$ cat src/rtl/spim_pkg.sv
package spim_pkg;

    typedef enum logic [2:0] {
        ST_IDLE,
        ST_WAIT_RDY,
        ST_LOAD,
        ST_SHIFT,
        ST_FINISH
    } spim_state_e;

    // Field order follows the 16-bit control word, MSB first.
    typedef struct packed {
        logic [2:0] rate;
        logic [1:0] rdy_mode;
        logic       master;
        logic       enable;
        logic       start;
        logic       sel_pol;
        logic       sel_ctl;
        logic       cpha;
        logic       cpol;
        logic [3:0] len_m1;
    } spim_ctrl_t;

    localparam logic [1:0] RDY_IGNORE = 2'b00;
    localparam logic [1:0] RDY_FALL   = 2'b01;
    localparam logic [1:0] RDY_LOW    = 2'b10;

endpackage

$ cat src/rtl/spim_fifo.sv
module spim_fifo #(
    parameter int W     = 16,
    parameter int DEPTH = 8
) (
    input  logic                       clk,
    input  logic                       rst_n,
    input  logic                       flush,
    input  logic                       push,
    input  logic [W-1:0]               wdata,
    input  logic                       pop,
    output logic [W-1:0]               rdata,
    output logic                       full,
    output logic                       empty,
    output logic [$clog2(DEPTH):0]     count
);
    // DEPTH must be a power of two so the pointers wrap naturally.
    localparam int AW = $clog2(DEPTH);

    logic [W-1:0]  mem [DEPTH];
    logic [AW-1:0] wp, rp;
    logic          do_push, do_pop;

    assign full    = (count == (AW+1)'(DEPTH));
    assign empty   = (count == '0);
    assign do_push = push && !full && !flush;
    assign do_pop  = pop && !empty && !flush;
    assign rdata   = mem[rp];

    always_ff @(posedge clk) begin
        if (do_push) begin
            mem[wp] <= wdata;
        end
    end

    always_ff @(posedge clk or negedge rst_n) begin
        if (!rst_n) begin
            wp    <= '0;
            rp    <= '0;
            count <= '0;
        end else if (flush) begin
            wp    <= '0;
            rp    <= '0;
            count <= '0;
        end else begin
            if (do_push) begin
                wp <= wp + 1'b1;
            end
            if (do_pop) begin
                rp <= rp + 1'b1;
            end
            count <= count + {{AW{1'b0}}, do_push} - {{AW{1'b0}}, do_pop};
        end
    end

endmodule

$ cat src/rtl/spim_rdy_sync.sv
module spim_rdy_sync #(
    parameter int STAGES = 2
) (
    input  logic clk,
    input  logic rst_n,
    input  logic rdy_n_async,
    input  logic clr_fall,
    output logic rdy_low,
    output logic fall_seen
);
    logic [STAGES-1:0] sync_q;
    logic              last_q;
    logic              synced;

    assign synced  = sync_q[STAGES-1];
    assign rdy_low = !synced;

    always_ff @(posedge clk or negedge rst_n) begin
        if (!rst_n) begin
            sync_q    <= '1;
            last_q    <= 1'b1;
            fall_seen <= 1'b0;
        end else begin
            sync_q    <= {sync_q[STAGES-2:0], rdy_n_async};
            last_q    <= synced;
            if (clr_fall) begin
                fall_seen <= 1'b0;
            end else if (last_q && !synced) begin
                fall_seen <= 1'b1;
            end
        end
    end

endmodule

$ cat src/rtl/spi_drdy_master.sv
module spi_drdy_master
    import spim_pkg::*;
#(
    parameter int DW         = 16,
    parameter int FIFO_DEPTH = 8,
    parameter int SYNC_STAGES = 2
) (
    input  logic          clk,
    input  logic          rst_n,
    input  logic          reg_wr,
    input  logic [15:0]   reg_wdata,
    output logic [15:0]   reg_rdata,
    input  logic          tx_push,
    input  logic [DW-1:0] tx_wdata,
    output logic          tx_full,
    input  logic          rx_pop,
    output logic [DW-1:0] rx_rdata,
    output logic          rx_empty,
    input  logic          rdy_n,
    output logic          sclk,
    output logic          mosi,
    input  logic          miso,
    output logic          ssel
);
    localparam int CW  = $clog2(FIFO_DEPTH) + 1;
    localparam int ECW = $clog2(DW) + 1;
    localparam int DVW = 9;

    spim_state_e state, nstate;
    spim_ctrl_t  ctrl_q, wr_ctrl;

    logic [CW-1:0]  tx_cnt, rx_cnt;
    logic [DW-1:0]  tx_head, tx_sh, rx_sh;
    logic           tx_empty;
    logic [DVW-1:0] div_cnt, half_m1;
    logic [ECW-1:0] edge_cnt, last_edge;
    logic           sclk_q;
    logic           start_req, dis_req, rdy_ok, tick;
    logic           sample_edge, launch_edge;
    logic           tx_pop, rx_push, sel_act, rdy_low, fall_seen;

    assign wr_ctrl   = spim_ctrl_t'(reg_wdata);
    assign start_req = reg_wr && wr_ctrl.start && wr_ctrl.enable && wr_ctrl.master;
    assign dis_req   = reg_wr && !wr_ctrl.enable;

    // Control word storage; the start bit is never stored, it reads as busy.
    always_ff @(posedge clk or negedge rst_n) begin
        if (!rst_n) begin
            ctrl_q <= '0;
        end else if (reg_wr) begin
            ctrl_q       <= wr_ctrl;
            ctrl_q.start <= 1'b0;
        end
    end

    always_comb begin
        reg_rdata    = ctrl_q;
        reg_rdata[8] = (state != ST_IDLE);
    end

    spim_fifo #(.W(DW), .DEPTH(FIFO_DEPTH)) u_txq (
        .clk(clk), .rst_n(rst_n), .flush(dis_req),
        .push(tx_push), .wdata(tx_wdata), .pop(tx_pop), .rdata(tx_head),
        .full(tx_full), .empty(tx_empty), .count(tx_cnt)
    );

    spim_fifo #(.W(DW), .DEPTH(FIFO_DEPTH)) u_rxq (
        .clk(clk), .rst_n(rst_n), .flush(dis_req),
        .push(rx_push), .wdata(rx_sh), .pop(rx_pop), .rdata(rx_rdata),
        .full(), .empty(rx_empty), .count(rx_cnt)
    );

    spim_rdy_sync #(.STAGES(SYNC_STAGES)) u_rdy (
        .clk(clk), .rst_n(rst_n), .rdy_n_async(rdy_n),
        .clr_fall(start_req), .rdy_low(rdy_low), .fall_seen(fall_seen)
    );

    always_comb begin
        unique case (ctrl_q.rdy_mode)
            RDY_FALL: rdy_ok = fall_seen;
            RDY_LOW:  rdy_ok = rdy_low;
            default:  rdy_ok = 1'b1;
        endcase
    end

    // Clock divider and edge bookkeeping.
    assign half_m1     = (DVW'(2) << ctrl_q.rate) - DVW'(1);
    assign tick        = (div_cnt == '0);
    assign last_edge   = ECW'({ctrl_q.len_m1, 1'b1});
    assign sample_edge = (edge_cnt[0] == ctrl_q.cpha);
    assign launch_edge = !sample_edge && (edge_cnt != '0) && (edge_cnt != last_edge);

    // State register.
    always_ff @(posedge clk or negedge rst_n) begin
        if (!rst_n) begin
            state <= ST_IDLE;
        end else begin
            state <= nstate;
        end
    end

    // Next-state logic.
    always_comb begin
        nstate = state;
        unique case (state)
            ST_IDLE:     if (start_req) nstate = ST_WAIT_RDY;
            ST_WAIT_RDY: if (rdy_ok) nstate = ST_LOAD;
            ST_LOAD:     nstate = tx_empty ? ST_IDLE : ST_SHIFT;
            ST_SHIFT:    if (tick && edge_cnt == last_edge) nstate = ST_FINISH;
            ST_FINISH:   nstate = tx_empty ? ST_IDLE : ST_LOAD;
            default:     nstate = ST_IDLE;
        endcase
        if (dis_req) begin
            nstate = ST_IDLE;
        end
    end

    // Outputs decoded from the state.
    always_comb begin
        tx_pop  = (state == ST_LOAD) && !tx_empty;
        rx_push = (state == ST_FINISH);
        sel_act = tx_pop || (state == ST_SHIFT) || (state == ST_FINISH);
        ssel    = sel_act ? ctrl_q.sel_pol : !ctrl_q.sel_pol;
        sclk    = sclk_q;
        mosi    = tx_sh[DW-1];
    end

    // Shift datapath.
    always_ff @(posedge clk or negedge rst_n) begin
        if (!rst_n) begin
            tx_sh    <= '0;
            rx_sh    <= '0;
            div_cnt  <= '0;
            edge_cnt <= '0;
            sclk_q   <= 1'b0;
        end else begin
            unique case (state)
                ST_LOAD: begin
                    tx_sh    <= tx_head << (4'(DW-1) - ctrl_q.len_m1);
                    rx_sh    <= '0;
                    div_cnt  <= half_m1;
                    edge_cnt <= '0;
                    sclk_q   <= ctrl_q.cpol;
                end
                ST_SHIFT: begin
                    if (tick) begin
                        div_cnt  <= half_m1;
                        sclk_q   <= !sclk_q;
                        edge_cnt <= edge_cnt + 1'b1;
                        if (sample_edge) begin
                            rx_sh <= {rx_sh[DW-2:0], miso};
                        end
                        if (launch_edge) begin
                            tx_sh <= tx_sh << 1;
                        end
                    end else begin
                        div_cnt <= div_cnt - 1'b1;
                    end
                end
                default: begin
                    sclk_q <= ctrl_q.cpol;
                end
            endcase
        end
    end

endmodule

$ cat config.mk
export PLATFORM = sky130hd
export DESIGN_NAME = spi_drdy_master
export DESIGN_NICKNAME = d
export VERILOG_FILES = /design/src/rtl/spim_pkg.sv /design/src/rtl/spim_fifo.sv /design/src/rtl/spim_rdy_sync.sv /design/src/rtl/spi_drdy_master.sv
export SDC_FILE = /design/constraint.sdc
export NUM_CORES = 1
export LEC_CHECK = 0
export BUFFER_PORTS_ARGS = -buffer_cell sky130_fd_sc_hd__buf_2
export CAP_MARGIN = 5
export CORE_UTILIZATION = 30
export DETAILED_ROUTE_END_ITERATION = 12
export SKIP_CTS_REPAIR_TIMING = 1
export SLEW_MARGIN = 20
export SYNTH_ARGS = -nofsm -noshare
export SYNTH_HDL_FRONTEND = slang
export SYNTH_SLANG_ARGS = --single-unit
$ cat constraint.sdc
create_clock -name clk -period 3.2 [get_ports clk]
set_input_delay 0.48 -clock clk [delete_from_list [all_inputs] [get_ports clk]]
set_output_delay 0.48 -clock clk [all_outputs]
set_load 0.02 [all_outputs]
=== After elaboration in Yosys (flattened, before gate mapping) ===
Memory sizes are Yosys's and may differ from the RTL's.
Index checks and enable logic that the tools add are counted.

* Bits in registers: 89
* Bits in latches: 0
* Memory bits (writable): 256
* Memory bits (read-only): 0
* Input port bits: 39
* Output and inout port bits: 37
* Word-level logic and storage cells: 139
* Memories: 2

{| class="wikitable"
|+ Memory list
! memory !! depth !! width !! rd ports !! clocked after Yosys merged registers in !! write ports !! line !! source
|-
| u_rxq.mem || 8 || 16 || 1 || 0 || 1 || spim_fifo.sv:19 || <nowiki>logic [W-1:0] mem [DEPTH];</nowiki>
|-
| u_txq.mem || 8 || 16 || 1 || 0 || 1 || spim_fifo.sv:19 ||
|}

* Add/sub/neg operators: 12
* Multipliers: 0
* Divide/modulo/power cells: 0
* $lt $le $gt $ge: 0
* Eq/ne operators: 17
* Shift operators: 2
* Mux-type cells: 37
* Bitwise operators: 0
* Reduce and logical (&&, ||, !) cells: 45

{| class="wikitable"
|+ Operators by type and width
! cell !! count
|-
| $mux W16 || 4
|-
| $pmux W16 S2 || 2
|-
| $mux W3 || 12
|-
| $pmux W9 S2 || 1
|-
| $logic_and A1 B1 Y1 || 17
|-
| $shl A16 B4 Y16 || 1
|-
| $pmux W3 S5 || 1
|-
| $add A3 B1 Y3 const B || 4
|-
| $reduce_bool A2 Y1 || 6
|-
| $logic_not A1 Y1 || 10
|-
| $pmux W5 S2 || 1
|-
| $logic_not A9 Y1 || 1
|-
| $mux W1 || 9
|-
| $mux W9 || 1
|-
| $ne A3 B2 Y1 const B || 3
|-
| $reduce_and A3 Y1 || 3
|-
| $shl A2 B3 Y9 const A || 1
|-
| $sub A9 B1 Y9 const B || 1
|-
| $sub A9 B2 Y9 const B || 1
|-
| $add A4 B1 Y4 || 2
|-
| $eq A4 B4 Y1 const B || 2
|-
| $logic_not A4 Y1 || 2
|-
| $mux W4 || 2
|-
| $sub A4 B1 Y4 || 2
|-
| other kinds (19) || 24
|}

=== Longest topological paths before layout ===
* Word-level depth: 7
* Mapped depth: 12
* Mapped depth without buffers: 12

=== Modules after synthesis ===
A second synthesis with hierarchy kept.

* Cell total of the unflattened synthesis: 930
* Area, all modules: 15,051.9 sq um

{| class="wikitable"
|+ Modules (own cells, without submodules)
! module !! instances !! cells an instance !! area an instance (sq um) !! sequential area each (sq um)
|-
| spim_fifo || 2 || 261 || 5,586.6 || 4,093.9
|-
| spi_drdy_master || 1 || 400 || 3,752.3 || 1,626.6
|-
| spim_rdy_sync || 1 || 8 || 126.4 || 103.8
|}

=== Worst setup path before layout ===
Ideal clock, no wire load.

* Kind: reg2reg
* Start: reg state[1]
* End: mem u_rxq.mem[0][0] (enable)
* Setup time: 0.409 ns
* Arrival: 2.506 ns
* Path slack: 0.285 ns
* Cell stages (with the launch flop): 8
* Path through: dfrtp_1 -> clkbuf_1 -> nor2_1 -> nand2_1 -> a21oi_1 -> nor2b_1 -> nand2b_1 -> nor3_1

* Word-level cells in the longest chain between the ends: 5

{| class="wikitable"
|+ Ends and longest elaborated chain
! what !! line !! source
|-
| start, declared || spi_drdy_master.sv:29 || <nowiki>spim_state_e state, nstate;</nowiki>
|-
| start signal, assigned || spi_drdy_master.sv:98 || <nowiki>state <= nstate;</nowiki>
|-
| $eq A3 B3 Y1 || spi_drdy_master.sv:121 || <nowiki>rx_push = (state == ST_FINISH);</nowiki>
|-
| $logic_and A1 B1 Y1 (2 in series) || spim_fifo.sv:25 || <nowiki>assign do_push = push && !full && !flush;</nowiki>
|-
| $mux W1 || spim_fifo.sv:30 || <nowiki>if (do_push) begin</nowiki>
|-
| $mux W1 (implied by the code) || spim_fifo.sv:31 || <nowiki>mem[wp] <= wdata;</nowiki>
|-
| end, declared || spim_fifo.sv:19 ||
|}

No other way between the ends.

=== Worst setup path after layout ===
* Start: reg u_rxq.rp[0]
* End: out rx_rdata[0]

* Word-level cells in the longest chain between the ends: 1

{| class="wikitable"
|+ Ends and longest elaborated chain
! what !! line !! source
|-
| start, declared || spim_fifo.sv:20 || <nowiki>logic [AW-1:0] wp, rp;</nowiki>
|-
| start signal, assigned || spim_fifo.sv:49 || <nowiki>rp <= rp + 1'b1;</nowiki>
|-
| $mem_v2 Z8 W16 || -- ||
|-
| end, declared || spi_drdy_master.sv:17 || <nowiki>output logic [DW-1:0] rx_rdata,</nowiki>
|}

No other way between the ends.

==> results.txt <==
status: finished with violations
violated checks: hold timing
CP endpoint: rx_rdata[0]
Worst path max stage delay: 0.54 ns
initial core utilization: 30.5%
CP arrival: 2.47 ns
GR Util met3: 2.81%
I/O Buffers: 75
Initial DRT Pass Iterations: 5
CTS Buffer Depth: 3
met1 global-route usage: 18.1%
PwrDens: 763 nW/um2
initial antenna violation count: 3
Worst-Margin Slew: 0.803 ns
relative slew slack: 46.4%
Avg Vias per Cell: 4.93
r2r startpoint: div_cnt[0]$_DFFE_PN0P_
switch share: 30.4%
met2 Usage GRT: 20.4%
CTS clock-pin slew for the worst setup and hold paths: 0.06 ns
syn_area_per_cell: 15.7 um2
largest net degree at the start of global routing: 55
Netlist cell types: 63
clock network power share: 32.2%
Critical Path Start: u_rxq.rp[0]$_DFFE_PN0P_
drt total wl: 32.1 mm
WL per Instance: 19.0 um
CP delay by family, top: multiplexers
crit path time final: 2.95 ns
Cell Int Power: 0.00914 W
vias in the first global route: 8320
Syn Inst Count: 935
Detail Placement HPWL: 20.7 mm
P_leak: 6.56 nW
CP bufs+invs: 2
CP Capture Type: output pin
Num Clock Sinks: 345
total negative slack: 0 ns
residual DRC count: 0
maximum vdd drop: 0.000497 V
# IOs: 76
# setup viols final: 0
Area Overhead vs Synth: 17.3%
part of the power in registers: 42.8%
DIE WIDTH: 223 um
total number of vias: 8338
Inserted Clock Buffers: 37
GRT busiest layer: met2
WHS: -0.00923 ns
number of synthesis warnings: 0
maxcap violations: 0
Worst Path Max Fanout: 13
Net Sw Power: 0.00399 W
R2R depth: 7
fraction of registers with async set/reset: 25.8%
Final Max Slew Viols: 0
Die ar.: 49800 um2
WS Path Type: reg -> out
die height: 223 um
Logic pwr share: 25.0%
post-synth top area cell: edfxtp_1
GR Overflow Total: 0
Clock Latency Late Sink: 0.56 ns
Worst Skew: 0.0243 ns
ranking of synthesized cells by area: edfxtp_1 52%, dfrtp_1 15%, mux4_2 7.2%
GRT Util Overall: 13.1%
fin nets: 1111
post-route ant nets: 0
RSZ-0062 raised after global routing: no
Core Region: 48000 um2
final worst-path cycle share: 92.1%
Core Rows: 80
Placer Congestion: 0.839
post-synthesis cell area: 14700 um2
Peak Freq: 339 MHz
most common flop cell mapped by yosys: edfxtp_1
H-Tree Depth: 2
CP startpoint kind: register
WP data required: 2.72 ns
crit-path cells: buf_4, mux4_2, mux2_2, buf_2
Initial DRC Count: 614
sequential fraction of the synthesis area: 67.6%
Reg-to-Reg End: rx_sh[1]$_DFFE_PN0P_
share of cells above drive strength 1: 25.6%
CP Depth: 4
Root Driver: clkbuf_16
Syn Nets: 998
final hold violations: 1
Post-synth EDFFs: 256
Hold Crit Class: in -> async
Slowest-stage cell, CP: dfrtp_2
Reg2Reg Setup Slack: 0.37 ns
TritonCTS clock tree: yes
#FFs+latches synth: 345
first-pass GRT wire length: 50.0 mm
top cell type's share of synthesized area: 52.4%
## per-layer routing
metal | vias to the layer above | share of wire (%)
li1 | 3827 | -
met1 | 4240 | 45
met2 | 218 | 47
met3 | 49 | 5.3
met4 | 4 | 2.3
met5 | - | 0.075
## cell families after synthesis
family,Yosys count,share of synthesized area (%)
flops,345,67.6
simple gates,185,6.04
compound gates,147,7.07
mux,135,13.5
buf+inv,75,2.22
xor+xnor,24,1.43
fa+ha+maj,24,2.15
## cells in the final DEF, fill, tap and decap left out, types with 6 or more instances in the layout
master,Yosys,final
buf_2,9,74
dfrtp_1,86,84
nor2b_1,15,14
nand2_1,42,42
o22ai_1,7,7
o21ai_0,32,32
nand3_1,15,15
clkbuf_16,0,37
a221oi_1,6,6
a21oi_1,21,21
buf_4,5,43
mux2_2,36,36
a22oi_1,19,19
xnor2_1,10,10
edfxtp_1,256,256
clkinv_2,0,7
nor2_1,68,68
clkbuf_1,25,8
mux2i_1,52,52
mux4_2,47,47
xor2_1,14,14
ha_1,22,22
nand2b_1,8,8
a22o_1,16,16
inv_1,28,28
## power groups by stage
stage | combinational, W | clock [W] | sequential (W)
6_report | 0.00328 | 0.00423 | 0.00562
5_1_grt | 0.00365 | 0.00452 | 0.00568
4_1_cts | 0.00334 | 0.00435 | 0.00562
3_5_place_dp | 0.00332 | 0 | 0.00571
3_3_place_gp | 0.00327 | 0 | 0.00570
2_1_floorplan | 0.00249 | 0 | 0.00551
## sequential cells by signal (all words and copies together), names as in the netlist, 4 cells and up
register / count
u_rxq.count: 4
u_txq.count: 4
u_rxq.mem: 128
tx_sh: 16
edge_cnt: 5
rx_sh: 16
div_cnt: 9
reg_rdata: 15
u_txq.mem: 128
## area by class of cell
type,count,area (um2)
antenna,1,2.50
clock buffer,47,983
clock inverter,20,230
fill,4544,30800
inverter,29,109
multi-input combinational,515,4460
sequential,345,9920
tap,615,769
timing repair buffer,120,753
## Yosys cell counts (all sizes together), types with 15 or more instances
cell    number
a21oi       21
clkbuf      25
a22o        16
o21ai       33
nand2       42
nand3       15
mux2i       52
buf         21
dfrtp       86
a22oi       19
edfxtp     256
ha          22
nor2b       15
nor2        70
mux2        36
mux4        47
inv         28
## worst reg2reg max path: cells and delay by family, from the launching register on
family          cells  cell delay, ns
simple gates        3            1.51
compound gates      2            0.58
flops               1            0.39
fa+ha+maj           1            0.17
buf+inv             1            0.07
## stage by stage
stage	area (um2)	power (W)	std cells	utilization (%)	setup slack (ns)
after global placement	16000	0.00897	1624	33.3	0.402
after floorplan	14700	0.00800	935	-	0.285
after global routing	17200	0.0138	1692	35.8	0.109
after detailed placement	16000	0.00903	1624	33.3	0.355
after CTS	17200	0.0133	1691	35.8	0.166
final	17200	0.0131	1692	35.8	0.254
## how the worst min path moves through the flow
| stage | end | depth (start not counted) |
|---|---|---|
| 3_3_place_gp | u_rdy.sync_q[1]$_DFF_PN1_ | 0 |
| 4_1_cts | reg_rdata[9]$_DFFE_PN0P_ | 1 |
| 2_1_floorplan | div_cnt[0]$_DFFE_PN0P_ | 0 |
| 5_1_grt | u_rdy.sync_q[0]$_DFF_PN1_ | 1 |
| 6_report | reg_rdata[9]$_DFFE_PN0P_ | 1 |
| 3_5_place_dp | u_rdy.sync_q[1]$_DFF_PN1_ | 0 |
Note: power is estimated with default switching activity, not from simulation.
